===== config.mk =====
export PLATFORM = sky130hd
export DESIGN_NAME = shift_store_reg
export DESIGN_NICKNAME = d
export VERILOG_FILES = /design/src/rtl/sss_pkg.sv /design/src/rtl/sss_strobe_edge.sv /design/src/rtl/sss_decode.sv /design/src/rtl/sss_shift_reg.sv /design/src/rtl/sss_store_reg.sv /design/src/rtl/shift_store_reg.sv
export SDC_FILE = /design/constraint.sdc
export NUM_CORES = 1
export LEC_CHECK = 0
export BUFFER_PORTS_ARGS = -buffer_cell sky130_fd_sc_hd__buf_2
export CORE_UTILIZATION = 43
export CTS_BUF_LIST = sky130_fd_sc_hd__clkbuf_8
export DETAILED_ROUTE_END_ITERATION = 6
export HOLD_SLACK_MARGIN = 0.03
export PLACE_DENSITY = 0.61
export SLEW_MARGIN = 40
export SYNTH_ARGS = -nofsm -noshare
export SYNTH_HDL_FRONTEND = slang
export SYNTH_SLANG_ARGS = --single-unit

===== constraint.sdc =====
create_clock -name clk -period 3.9 [get_ports clk]
set_clock_uncertainty 0.05 [all_clocks]
set_input_delay 0.78 -clock clk [delete_from_list [all_inputs] [get_ports clk]]
set_output_delay 0.78 -clock clk [all_outputs]
set_load 0.05 [all_outputs]

===== src/rtl/sss_pkg.sv =====
package sss_pkg;
  typedef enum logic [1:0] {
    OP_HOLD  = 2'd0,
    OP_SHIFT = 2'd1,
    OP_LOAD  = 2'd2
  } sh_op_e;

  // Shift the word up by one place and put the new bit at position 0.
  function automatic logic [15:0] shift_up16(input logic [15:0] w, input logic b);
    return {w[14:0], b};
  endfunction

  // Choose the shift register operation from the sampled controls.
  function automatic sh_op_e pick_op(input logic cs_n, input logic rw_l,
                                     input logic st_lvl, input logic fall);
    if (!fall || cs_n)      return OP_HOLD;
    else if (rw_l && st_lvl) return OP_LOAD;
    else                    return OP_SHIFT;
  endfunction
endpackage


===== src/rtl/sss_strobe_edge.sv =====
module sss_strobe_edge (
  input  logic clk,
  input  logic rst,
  input  logic din,
  output logic lvl,
  output logic rise,
  output logic fall
);
  logic cur_q;
  logic prv_q;

  // During reset both samples follow the input, so no false edge appears after release.
  always_ff @(posedge clk) begin
    if (rst) begin
      cur_q <= din;
      prv_q <= din;
    end else begin
      cur_q <= din;
      prv_q <= cur_q;
    end
  end

  assign lvl  = cur_q;
  assign rise = cur_q & ~prv_q;
  assign fall = prv_q & ~cur_q;
endmodule


===== src/rtl/sss_decode.sv =====
module sss_decode
  import sss_pkg::*;
(
  input  logic cs_q,
  input  logic rw_q,
  input  logic store_lvl,
  input  logic shift_fall,
  input  logic store_rise,
  output logic do_shift,
  output logic do_load,
  output logic do_store
);
  sh_op_e op;

  always_comb begin
    op       = pick_op(cs_q, rw_q, store_lvl, shift_fall);
    do_shift = (op == OP_SHIFT);
    do_load  = (op == OP_LOAD);
    do_store = store_rise & ~cs_q & ~rw_q;
  end
endmodule


===== src/rtl/sss_shift_reg.sv =====
module sss_shift_reg #(
  parameter int WIDTH = 16
) (
  input  logic             clk,
  input  logic             rst,
  input  logic             do_shift,
  input  logic             do_load,
  input  logic             ser,
  input  logic [WIDTH-1:0] load_val,
  output logic [WIDTH-1:0] q
);
  always_ff @(posedge clk) begin
    if (rst)           q <= '0;
    else if (do_load)  q <= load_val;
    else if (do_shift) q <= {q[WIDTH-2:0], ser};
  end
endmodule


===== src/rtl/sss_store_reg.sv =====
module sss_store_reg #(
  parameter int WIDTH = 16
) (
  input  logic             clk,
  input  logic             rst,
  input  logic             do_store,
  input  logic [WIDTH-1:0] d,
  output logic [WIDTH-1:0] q
);
  always_ff @(posedge clk) begin
    if (rst)           q <= '0;
    else if (do_store) q <= d;
  end
endmodule


===== src/rtl/shift_store_reg.sv =====
module shift_store_reg #(
  parameter int WIDTH = 16
) (
  input  logic             clk,
  input  logic             rst,
  input  logic             ser_in,
  input  logic             shift_strobe,
  input  logic             store_strobe,
  input  logic             csel_n,
  input  logic             rw,
  output logic             ser_out,
  output logic [WIDTH-1:0] par_out
);
  localparam int MSB = WIDTH - 1;

  logic cs_q, rw_q, ser_q;
  logic shift_lvl, shift_rise, shift_fall;
  logic store_lvl, store_rise, store_fall;
  logic do_shift, do_load, do_store;
  logic [MSB:0] sh_q, st_q;

  // Sample the controls and the data in the same cycle as the strobes.
  always_ff @(posedge clk) begin
    if (rst) begin
      cs_q  <= 1'b1;
      rw_q  <= 1'b0;
      ser_q <= 1'b0;
    end else begin
      cs_q  <= csel_n;
      rw_q  <= rw;
      ser_q <= ser_in;
    end
  end

  sss_strobe_edge u_shift_edge (
    .clk(clk), .rst(rst), .din(shift_strobe),
    .lvl(shift_lvl), .rise(shift_rise), .fall(shift_fall)
  );

  sss_strobe_edge u_store_edge (
    .clk(clk), .rst(rst), .din(store_strobe),
    .lvl(store_lvl), .rise(store_rise), .fall(store_fall)
  );

  sss_decode u_dec (
    .cs_q(cs_q), .rw_q(rw_q), .store_lvl(store_lvl),
    .shift_fall(shift_fall), .store_rise(store_rise),
    .do_shift(do_shift), .do_load(do_load), .do_store(do_store)
  );

  sss_shift_reg #(.WIDTH(WIDTH)) u_sh (
    .clk(clk), .rst(rst), .do_shift(do_shift), .do_load(do_load),
    .ser(ser_q), .load_val(st_q), .q(sh_q)
  );

  sss_store_reg #(.WIDTH(WIDTH)) u_st (
    .clk(clk), .rst(rst), .do_store(do_store), .d(sh_q), .q(st_q)
  );

  assign ser_out = sh_q[MSB];
  assign par_out = st_q;
endmodule


# After elaboration in Yosys (flattened, before gate mapping)
# Cells that the tools add are included.
totals:
  register_bits: 39
  input_bits: 7
  wordCells: 29
classes:
  reduce_logical: 4
  n_mux: 6
  bitwise_logic: 8
  n_eq_ne: 2
op_table:
  columns: ["op", "n"]
  rows:
  - ["$mux W16", 2]
  - ["$and A1 B1 Y1", 4]
  - ["$mux W2", 2]
  - ["$not A1 Y1", 4]
  - ["$eq A2 B1 Y1 const B", 1]
  - ["$eq A2 B2 Y1 const B", 1]
  - ["$mux W1", 2]
  - ["$reduce_bool A2 Y1", 1]
  - ["$logic_and A1 B1 Y1", 1]
  - ["$logic_not A1 Y1", 1]
  - ["$logic_or A1 B1 Y1", 1]

# Depth between registers and ports, before layout
depth:
  ltp_word: 8
  mapped_depth: 6
  depth_no_buf: 3

# By module
# A second synthesis with hierarchy kept.
unflattened:
  cells_unflattened: 144
  hier_area_um2: 1637.8
modules_own_cells:
  columns: ["module", "area_per_inst_um2", "seq_area_each_um2", "cells_per_inst", "n_inst"]
  rows:
  - ["sss_shift_reg", 805.8, 320.3, 71, 1]
  - ["sss_store_reg", 580.6, 320.3, 52, 1]
  - ["sss_strobe_edge", 67.6, 40.0, 5, 2]
  - ["shift_store_reg", 78.8, 60.1, 6, 1]
  - ["sss_decode", 37.5, 0.0, 5, 1]

# Least setup slack after synthesis
# No wires, ideal clock.
synth_path:
  path_type: "input to register"
  from: "in rst"
  to: "reg u_st.q[10]"
  path_stages: 3
  arrival_time_ps: 1527
  setup_ps: 143
  setup_slack_ps: 2180
  path_cell_list: "clkbuf_1 -> clkbuf_1 -> a21oi_2"
synth_rtl:
  columns: ["item", "line_no", "source"]
  rows:
  - ["start: declaration", "shift_store_reg.sv:5", "input logic rst,"]
  - ["end signal: assignment", "sss_store_reg.sv:11", "if (rst) q <= '0;"]
  - ["end signal: assignment", "sss_store_reg.sv:12", "else if (do_store) q <= d;"]
  - ["end: declaration", "sss_store_reg.sv:8", "output logic [WIDTH-1:0] q"]
# No word-level cell between the ends.

# Worst setup path after layout
layout_path:
  from: "reg u_store_edge.cur_q, in the netlist u_store_edge.lvl"
  to: "reg u_st.q[1]"
layout_via:
  elab_chain_cells: 3
layout_rtl:
  columns: ["item", "line_no", "source"]
  rows:
  - ["start: declaration", "sss_strobe_edge.sv:9", "logic cur_q;"]
  - ["start signal: assignment", "sss_strobe_edge.sv:15", "cur_q <= din;"]
  - ["start signal: assignment", "sss_strobe_edge.sv:18", "cur_q <= din;"]
  - ["$and A1 B1 Y1", "sss_strobe_edge.sv:24", "assign rise = cur_q & ~prv_q;"]
  - ["$and A1 B1 Y1 (2 in series)", "sss_decode.sv:19", "do_store = store_rise & ~cs_q & ~rw_q;"]
# Every way passes these cells.
# A chain may end at the register's enable or synchronous reset.

==> impl_metrics.toml <==
[sta]
max_freq_ghz = 0.5358
final-setup-viol-count = 0
hold_viol_final = 0
post-route-min-period_ns = 1.866
finalWorstSetupSlack_ns = 2.034
max_slew_margin = 0.4779
worst_slew_pin_slew_ns = 0.7832
finalSetupTns_ns = 0
final.period_utilization = 0.4785
finalMaxSlewViolations = 0
rsz0062_at_grt = "no"

[global_routing]
grt_max_degree = 38
grt_pass1_vias = 1122
antenna_found_initial = 0
grt_overflow = 0
grt_util_all_layers = 0.1677
grt_pass1_wl_um = 5147

[cts]
clock_path_buffers = 2
cts_resized = 0
clock_sinks = 39
cts_made_buffers = 5
cts_hold_buf = 0
post_cts_buffers = 0
path_clk_slew_ns = 0.08
cts-htree-levels = 2
cts-root-buf = "clkbuf_8"
clk_latency_ns = 0.29
cts_tree = "built"

[layout]
drive_gt1_frac = 0.3057
fin_area_mm2 = 0.001755
fin_nets = 199
layoutNonFillerInstCount = 239
antenna_cells = 0
syn_to_final_growth_pct = 11.44

[job]
maxCapViolCount = 0

[route]
drt-initial-drc-count = 31
firstDrtPassIters = 4
via_count = 1257
wl_um = 3010
drcViolationCount = 0
viasPerCell = 5.259
final_antenna_net_count = 0
wire_per_inst_um = 12.59

[placement]
dp_cells = 230
place.gp.congestion = 0.7342
dpl-instance-area_mm2 = 0.001659
place_ws_ns = 1.892
hpwlAfterDp_um = 1839
port_buffers = 23

[yosys]
synth_fp_nets = 182
ys_ff_latch = 39
ys_seq_area_frac = 0.4956
netlist_area_mm2 = 0.001575
synthCells = 175
synth.yosys.warnings = 0
synthArstFlopShare = 0
avgSynthCellArea_um2 = 9.001
synth_flop_cell = "dfxtp_1"
synthTopCellsByArea = "dfxtp_1 50%, nand2_1 9.3%, a311oi_1 8.9%, a21oi_2 5.6%, nand3_1 5.1%"
netlist.area_leader.share = 0.4956
synth_common_cells = "39 x dfxtp_1, 39 x nand2_1, 16 x a311oi_1, 16 x nand3_1, 16 x nor2_1"
ys_types = 19
synth_edf_count = 0
yosys.area.top_type = "dfxtp_1"

[worst_setup_path]
required_ns = 4.07
reg2reg_slack_ns = 2.03
cp-start-kind = "flip-flop"
timing.rr.end = "u_st.q[1]"
endpoint_kind = "flip-flop"
critPathKind = "reg2reg"
crit_fanout = 20
crit_arrival_ns = 2.04
cp-startpoint = "u_store_edge.lvl"
ff2ff_path_depth = 4
r2r-start = "u_store_edge.lvl"

[worst_hold_path]
min_path_type = "reg2reg"
hold_end = "u_sh.q[0]"
worstHoldPathCells = 2
hold_path_startpoint = "ser_q"

[floorplanning]
initial_core_util = 0.4612
core_area_mm2 = 0.003416
io_pins = 24
rows = 21
dieWidth_um = 62.53
die_y_um = 62.53
dieArea_mm2 = 0.003909

[power_and_ir_drop]
pwr-share-comb = 0.054
total_power_mw = 0.7278
power_density_mw_per_mm2 = 414.6
peakVddDrop_mv = 0.2544
leakagePower_nw = 0.5846
p_sw_frac = 0.2471
p_int_mw = 0.5480
seqPwrFrac = 0.581
pwr-share-clk = 0.365
p_sw_mw = 0.1798

[status]
status = "completed"
-- per-stage QoR --
step	util	hold WS [ns]
4_1_cts	0.5117	0.4242
3_5_place_dp	0.4857	0.4132
5_1_grt	0.5139	0.4438
2_1_floorplan	-	0.3903
6_report	0.5139	0.4216
3_3_place_gp	0.4857	0.4018
-- layout by cell type, fill, tap and decap left out --
| cell type | count |
|---|---|
| buf_4 | 2 |
| clkinv_2 | 1 |
| clkbuf_8 | 5 |
| nor4b_4 | 1 |
| nand2_1 | 39 |
| nor2_1 | 16 |
| nand3_1 | 16 |
| or4b_4 | 1 |
| dfxtp_1 | 39 |
| nand2_2 | 10 |
| a21oi_2 | 10 |
| mux2_2 | 2 |
| nor3b_2 | 1 |
| a21oi_1 | 6 |
| a311oi_1 | 16 |
| nor2b_1 | 2 |
| or2_2 | 1 |
| buf_2 | 23 |
| clkinvlp_4 | 2 |
-- flip-flops by register name, summed over array words and instances, names as in the netlist --
signal,flops
u_sh.q,16
u_st.q,16
cs_q,1
rw_q,1
ser_q,1
u_shift_edge.lvl,1
u_shift_edge.prv_q,1
u_store_edge.lvl,1
u_store_edge.prv_q,1
-- kinds of logic (layout without fill, tap and decap cells) --
family                 Yosys count  in the layout  share of synthesized area
AOI/OAI and AO/OA               32             32                     0.1636
buffers and inverters           15             33                    0.06116
DFF                             39             39                     0.4956
muxes                            2              2                    0.01430
and+or+nand+nor                 87             87                     0.2653
-- cell type report --
| cell class | count | area, um^2 |
|---|---|---|
| Multi-Input combinational cell | 121 | 698.2 |
| Sequential cell | 39 | 780.7 |
| Fill cell | 361 | 1660 |
| Timing Repair Buffer | 25 | 130.1 |
| Clock buffer | 5 | 68.82 |
| Clock inverter | 3 | 20.02 |
| Tap cell | 46 | 57.56 |
-- worst max path at each step --
stage | endpoint | slack, ns
final | u_st.q[1] | 2.03
after global routing | u_st.q[1] | 1.92
after CTS | u_st.q[1] | 1.88
after detailed placement | u_st.q[1] | 1.89
after global placement | u_store_edge.prv_q | 1.95
after floorplan | u_st.q[10] | 2.18
-- critical path: stages, from the launching register on --
cell and delay [ns]:
dfxtp_1 0.76, nor4b_4 0.52, buf_4 0.26, nand2_1 0.09, a21oi_2 0.11
-- layer usage --
layer	GRT usage	up-vias	wire, um
met1	0.2143	583	1425
li1	-	633	-
met2	0.2554	36	1374
met4	0.06686	0	44
met3	0.06022	5	165
met5	0	-	0
-- power groups by stage --
stage          Sequential (mW)  Combinational [mW]  Clock (mW)
3_3_place_gp             0.432              0.0382           0
5_1_grt                  0.425              0.0436       0.293
2_1_floorplan            0.428              0.0359           0
6_report                 0.423              0.0394       0.265
4_1_cts                  0.423              0.0394       0.277
3_5_place_dp             0.432              0.0391           0
(Power assumes the default switching activity.)
